### src/rtl/divmod_pkg.sv
package divmod_pkg;
  typedef enum logic [0:0] {
    DM_IDLE = 1'b0,
    DM_RUN  = 1'b1
  } dm_state_e;
endpackage

### src/rtl/divmod_guard.sv
module divmod_guard #(
  parameter int W = 64
) (
  input  logic [W-1:0] hi,
  input  logic [W-1:0] div,
  output logic         bad
);
  logic div_zero;
  logic hi_fits;

  always_comb begin
    div_zero = (div == '0);
    hi_fits  = (hi < div);
    bad      = div_zero | ~hi_fits;
  end
endmodule

### src/rtl/divmod_step.sv
module divmod_step #(
  parameter int W = 64
) (
  input  logic [W-1:0] part_rem,
  input  logic [W-1:0] shreg,
  input  logic [W-1:0] div,
  output logic [W-1:0] part_rem_nx,
  output logic [W-1:0] shreg_nx
);
  logic [W:0] trial;
  logic [W:0] diff;
  logic       take;

  always_comb begin
    trial       = {part_rem, shreg[W-1]};
    diff        = trial - {1'b0, div};
    take        = (trial >= {1'b0, div});
    part_rem_nx = take ? diff[W-1:0] : trial[W-1:0];
    shreg_nx    = {shreg[W-2:0], take};
  end
endmodule

### src/rtl/divmod_ctrl.sv
module divmod_ctrl
  import divmod_pkg::*;
#(
  parameter int W = 64
) (
  input  logic clk,
  input  logic rst_n,
  input  logic start,
  input  logic guard_bad,
  output logic busy,
  output logic load,
  output logic step,
  output logic fin_ok,
  output logic fin_bad,
  output logic done
);
  localparam int CW = $clog2(W + 1);

  dm_state_e     state_q, state_d;
  logic [CW-1:0] cnt_q, cnt_d;
  logic          cnt_en;
  logic          done_q;

  always_comb begin
    state_d = state_q;
    cnt_d   = cnt_q;
    cnt_en  = 1'b0;
    load    = 1'b0;
    step    = 1'b0;
    fin_ok  = 1'b0;
    fin_bad = 1'b0;
    unique case (state_q)
      DM_IDLE: begin
        if (start) begin
          if (guard_bad) begin
            fin_bad = 1'b1;
          end else begin
            load    = 1'b1;
            cnt_en  = 1'b1;
            cnt_d   = CW'(W);
            state_d = DM_RUN;
          end
        end
      end
      DM_RUN: begin
        step   = 1'b1;
        cnt_en = 1'b1;
        cnt_d  = cnt_q - 1'b1;
        if (cnt_q == CW'(1)) begin
          fin_ok  = 1'b1;
          state_d = DM_IDLE;
        end
      end
      default: state_d = DM_IDLE;
    endcase
  end

  always_ff @(posedge clk or negedge rst_n) begin
    if (!rst_n) begin
      state_q <= DM_IDLE;
      cnt_q   <= '0;
      done_q  <= 1'b0;
    end else begin
      state_q <= state_d;
      done_q  <= fin_ok | fin_bad;
      if (cnt_en) cnt_q <= cnt_d;
    end
  end

  assign busy = (state_q == DM_RUN);
  assign done = done_q;


  run_cnt_chk: assert property (@(posedge clk) disable iff (!rst_n)
    busy |-> (cnt_q != '0));

  done_idle_chk: assert property (@(posedge clk) disable iff (!rst_n)
    done |-> !busy);
endmodule

### src/rtl/divmod_wide.sv
module divmod_wide #(
  parameter int W  = 64,
  parameter int IW = 5
) (
  input  logic          clk,
  input  logic          rst_n,
  input  logic          start,
  input  logic [W-1:0]  op_hi,
  input  logic [W-1:0]  op_lo,
  input  logic [W-1:0]  op_div,
  input  logic [IW-1:0] dst_idx,
  output logic          busy,
  output logic          done,
  output logic [W-1:0]  quot,
  output logic [W-1:0]  rem,
  output logic [IW-1:0] quot_idx,
  output logic [IW-1:0] rem_idx,
  output logic          ovf
);
  logic rst_m, rst_s;

  always_ff @(posedge clk or negedge rst_n) begin
    if (!rst_n) begin
      rst_m <= 1'b0;
      rst_s <= 1'b0;
    end else begin
      rst_m <= 1'b1;
      rst_s <= rst_m;
    end
  end

  logic guard_bad, load, step, fin_ok, fin_bad;

  divmod_guard #(.W(W)) u_guard (
    .hi  (op_hi),
    .div (op_div),
    .bad (guard_bad)
  );

  divmod_ctrl #(.W(W)) u_ctrl (
    .clk       (clk),
    .rst_n     (rst_s),
    .start     (start),
    .guard_bad (guard_bad),
    .busy      (busy),
    .load      (load),
    .step      (step),
    .fin_ok    (fin_ok),
    .fin_bad   (fin_bad),
    .done      (done)
  );

  logic [W-1:0]  prem_q, prem_d, shr_q, shr_d, div_q;
  logic [W-1:0]  prem_nx, shr_nx;
  logic [IW-1:0] idx_q;
  logic [W-1:0]  quot_q, quot_d, rem_q, rem_d;
  logic [IW-1:0] qidx_q, qidx_d;
  logic          ovf_q, ovf_d, out_en;

  divmod_step #(.W(W)) u_step (
    .part_rem    (prem_q),
    .shreg       (shr_q),
    .div         (div_q),
    .part_rem_nx (prem_nx),
    .shreg_nx    (shr_nx)
  );

  always_comb begin
    prem_d = load ? op_hi : prem_nx;
    shr_d  = load ? op_lo : shr_nx;
    out_en = fin_ok | fin_bad;
    quot_d = fin_bad ? '1 : shr_nx;
    rem_d  = fin_bad ? '0 : prem_nx;
    qidx_d = fin_bad ? dst_idx : idx_q;
    ovf_d  = fin_bad;
  end

  always_ff @(posedge clk or negedge rst_s) begin
    if (!rst_s) begin
      prem_q <= '0;
      shr_q  <= '0;
      div_q  <= '0;
      idx_q  <= '0;
      quot_q <= '0;
      rem_q  <= '0;
      qidx_q <= '0;
      ovf_q  <= 1'b0;
    end else begin
      if (load | step) begin
        prem_q <= prem_d;
        shr_q  <= shr_d;
      end
      if (load) begin
        div_q <= op_div;
        idx_q <= dst_idx;
      end
      if (out_en) begin
        quot_q <= quot_d;
        rem_q  <= rem_d;
        qidx_q <= qidx_d;
        ovf_q  <= ovf_d;
      end
    end
  end

  assign quot     = quot_q;
  assign rem      = rem_q;
  assign quot_idx = qidx_q;
  assign rem_idx  = qidx_q + 1'b1;
  assign ovf      = ovf_q;


  guard_out_chk: assert property (@(posedge clk) disable iff (!rst_s)
    (done && ovf) |-> (quot == '1 && rem == '0));

  rem_lt_div_chk: assert property (@(posedge clk) disable iff (!rst_s)
    (done && !ovf) |-> (rem < div_q));

  part_rem_chk: assert property (@(posedge clk) disable iff (!rst_s)
    busy |-> (prem_q < div_q));

  hold_out_chk: assert property (@(posedge clk) disable iff (!rst_s)
    (!done && !$past(out_en)) |-> ($stable(quot) && $stable(rem) && $stable(ovf)));

  busy_keep_chk: assert property (@(posedge clk) disable iff (!rst_s)
    (busy && start) |=> (busy || done));
endmodule

### config.mk
export PLATFORM = sky130hd
export DESIGN_NAME = divmod_wide
export DESIGN_NICKNAME = d
export VERILOG_FILES = /design/src/rtl/divmod_pkg.sv /design/src/rtl/divmod_guard.sv /design/src/rtl/divmod_step.sv /design/src/rtl/divmod_ctrl.sv /design/src/rtl/divmod_wide.sv
export SDC_FILE = /design/constraint.sdc
export NUM_CORES = 1
export LEC_CHECK = 0
export ABC_CLOCK_PERIOD_IN_PS = 16650
export BUFFER_PORTS_ARGS = -buffer_cell sky130_fd_sc_hd__buf_4
export CAP_MARGIN = 0
export CORE_ASPECT_RATIO = 1.5
export CORE_MARGIN = 1.5
export CORE_UTILIZATION = 37
export DETAILED_ROUTE_END_ITERATION = 10
export PLACE_DENSITY_LB_ADDON = 0.12
export SETUP_SLACK_MARGIN = 0.5
export SKIP_CTS_REPAIR_TIMING = 1
export SLEW_MARGIN = 0
export SYNTH_ARGS = -nofsm -noshare
export SYNTH_HDL_FRONTEND = slang
export SYNTH_SLANG_ARGS = --single-unit
### constraint.sdc
create_clock -name clk -period 16.65 [get_ports clk]
set_input_delay 0.8325 -clock clk [delete_from_list [all_inputs] [get_ports clk]]
set_output_delay 0.8325 -clock clk [all_outputs]
set_load 0.005 [all_outputs]
==> results by group <==
Run status
  – Status: finished clean

Critical path
  – CP peak stage delay: between 1 and 1.5 ns
  – CP required: between 15 and 20 ns
  – Critical path buffer and inverter count: 3
  – Crit path launch type: primary input
  – Crit. End Element: flip-flop
  – CP Cell Sequence: buf_4 > nor4_1 > nand4_1 > or4_1 > o211ai_1 > a221o_1 > a41oi_1 > nor3b_4 > buf_4 > buf_4 > o21ai_0 > nand2_1
  – CP Class: in2reg
  – Critical R2R Capture: rem[41]$_DFFE_PN0P_
  – CP delay by family, top: simple AND/OR/NAND/NOR gates
  – CP max FO: 95
  – Crit path depth: 12
  – Worst Setup SP: op_div[33]
  – R2r setup slk: 11.98 ns
  – Worst path arrival time: ~5.4 ns
  – CP max-delay cell: nor4_1
  – Worst Setup EP: quot[47]$_DFFE_PN0P_
  – Reg2Reg Depth: 12
  – Reg-to-reg critical path startpoint: prem_q[6]$_DFFE_PN0P_
  – Most used cell, CP: buf_4

Power
  – Internal power: 3220 uW
  – Sw power: 2660 uW
  – Combinational share of power: between 50% and 60%
  – Worst vdd ir: 0.0849 mV
  – PwrDens: 235 mW/mm2
  – Clk pwr share: 15.2%
  – LEAKAGE: between 0.01 and 0.015 uW
  – Switching share of power: between 40% and 50%
  – Flop pwr share: 26.7%

Synthesis
  – Synth Register Bits: between 300 and 400
  – Synthesized instance count: 2,342
  – Post-synthesis cell area: 0.0206 mm2
  – Seq/Total Area, Yosys: 41.5%
  – Synth area leaders: dfrtp_1 42%, ha_1 7.9%, nand2_1 7.0%
  – Synth Area per Inst: between 8 and 9 um2
  – Synth unique cells: 77
  – Post-synth ARST share: 100%
  – Count leader, synth: nand2_1
  – Synth warn: 0
  – Post-synth EDFFs: 0
  – Ys flop type: dfrtp_1
  – Area share of the leading cell type in the synthesized netlist: between 40% and 50%
  – Post-synth top area cell: dfrtp_1
  – Synth cell count leaders: 386 x nand2_1, 342 x dfrtp_1, 266 x o21ai_0, 161 x inv_1, 145 x a21oi_1
  – Synthesized net count: roughly 2,700

Routing
  – DRC viols: 0
  – Iter 0 DRT Violations: 957
  – Routed WL per cell: 21.7 um
  – Via count: 18,500
  – Pre-antenna DRT Iters: 7
  – Detailed Route WL: 72.4 mm
  – Antenna Violating Nets Remaining: 0
  – Vias/cell: 5.53

Floorplan
  – Initial core utilization: between 30% and 40%
  – Rows: 105
  – Ports: 341
  – Chip height: 292 um
  – Die area: 0.0571 mm2
  – Die W: 196 um
  – Core Area: about 0.055 mm2

Final layout
  – Multi-input logic area: 0.0109 mm2
  – Final instance count without filler cells: 3,335
  – Post-layout nets: 2,941
  – Final Util: a little under half
  – Fillers: 5,475
  – Sequential cell area: 0.00857 mm2
  – P&R area growth vs syn: 21.3%
  – Layout cell share with drive strength beyond 1: between 15 and 20%

STA
  – Setup TNS: 0 ns
  – RSZ-0062 raised after global routing: no
  – Max_slew headroom: 13.2%
  – Endpoints failing hold: 0
  – Hold Slack: 0.0572 ns
  – Clock Skew: between 0.02 and 0.03 ns
  – Final setup viols: 0
  – Tmin final: 4.93 ns
  – Tightest Pin Transition: 1.29 ns
  – Fmax: 203 MHz
  – Final max-slew violation count: 0
  – Period utilization: between 20% and 30%

Global routing
  – Met3 Track Usage GR: just over 5%
  – Met1 global-route usage: 28.7%
  – Busiest metal layer after global routing: met2
  – Total grt overflow: 0
  – Vias in the first global route: 18,900
  – Initial antenna violation count: 6
  – Grt met2 use: between 40 and 50%
  – First-pass GRT wire length: between 100 and 150 mm
  – GRT Overall Usage: about a quarter
  – Pin count of the biggest net entering global routing: ~160

Hold path
  – Worst Hold Class: in2async

CTS
  – Clock Latency Late Sink: around 0.56 ns
  – Cts bufs inserted: 38
  – Clk slew on worst S/H paths: 0.06 ns
  – Clk buf depth: 3
  – CTS Root Cell: clkbuf_16
  – Clock tree sinks: ~340
  – H-tree depth: 2
  – CTS tree: built

Placed design
  – Routability cong.: 0.882
  – Port bufs: 340
  – Cell count after placement: 3,265
  – Hpwl dp: 53.9 mm

Run
  – Max-cap violation count: 0
==> how the worst min path moves through the flow <==
stage | to | depth (start not counted) | from
floorplan | rst_s$_DFF_PN0_ | 0 | rst_m$_DFF_PN0_
CTS | rst_s$_DFF_PN0_ | 1 | rst_n
global route | rst_s$_DFF_PN0_ | 1 | rst_n
global placement | rst_s$_DFF_PN0_ | 0 | rst_m$_DFF_PN0_
finish | rst_s$_DFF_PN0_ | 1 | rst_n
detailed placement | rst_s$_DFF_PN0_ | 0 | rst_m$_DFF_PN0_
==> final cells by class <==
class                   instances  area share, %
flip-flops and latches        342           34.3
clock buffers                  55           4.55
well taps                     695           3.48
multi-input cells            1703           43.6
repair buffers                364           11.0
diodes                          2         0.0200
clock inverters                13          0.696
inverters                     161           2.42
==> power groups by stage <==
stage | clock (uW) | combinational (uW) | sequential, uW
final | 891 | 3410 | 1570
after floorplan | 0 | 2360 | 1500
after detailed placement | 0 | 3410 | 1580
after CTS | 917 | 3420 | 1570
after global placement | 0 | 3370 | 1570
after global routing | 944 | 3790 | 1620
==> metrics by stage <==
stage	worst slack [ns]	instance area, um2	power (uW)
2_1_floorplan	6.41	20600	3850
5_1_grt	11.59	25000	6360
3_3_place_gp	10.87	23600	4950
6_report	11.72	25000	5880
4_1_cts	11.52	25000	5910
3_5_place_dp	10.92	23700	4990
==> cells by family after synthesis <==
logic type | count (synthesis) | share of synthesized area [%]
multiplexers | 121 | 5.96
other | 1 | 0.0182
flip-flops | 342 | 41.5
XOR/XNOR | 54 | 2.30
buffers and inverters | 297 | 5.92
AO/OA/AOI/OAI | 729 | 21.5
AND/OR/NAND/NOR | 667 | 14.8
adder cells (fa/ha/maj) | 131 | 7.99
==> cell usage in the layout, fill, tap and decap left out, types with 6 or more instances in the layout <==
cell type	netlist	final
nand2_1	386	386
buf_4	11	362
dfrtp_1	342	340
o21ai_0	266	266
inv_1	161	161
a21oi_1	145	145
ha_1	130	130
mux2i_1	111	111
nor2_1	65	64
a21o_1	61	61
a211oi_1	51	51
nor2b_1	46	46
o22ai_1	44	44
clkbuf_16	0	39
xnor2_1	38	38
nand4_1	29	29
a22oi_1	25	25
nor3_1	23	23
o21ai_1	23	23
nand3_1	20	20
nor4_1	24	20
o21a_1	19	19
xor2_1	16	16
and3_1	15	14
o211ai_1	13	13
o21bai_1	12	12
nand3b_1	11	11
a31oi_1	11	11
clkbuf_8	0	10
mux2_2	9	9
or4_1	8	8
nand2b_1	7	7
and4_1	7	7
o31ai_1	7	7
a32oi_1	7	7
and2_1	7	6
clkbuf_1	92	6
==> routing by layer <==
metal  part of all wire [%]  up-vias
li1                       -     8806
met1                     39     9045
met2                     51      498
met3                    5.6       99
met4                    4.0       10
met5                  0.079        -
==> flip-flops by register name (all words and copies together), names as in the netlist <==
register and count:
prem_q 64, u_ctrl.cnt_q 7, rem 64, rst_s 1
u_ctrl.busy 1, u_ctrl.done 1, quot 64, idx_q 5
ovf 1, div_q 64, rst_m 1, quot_idx 5
shr_q 64
(Power assumes the default switching activity.)
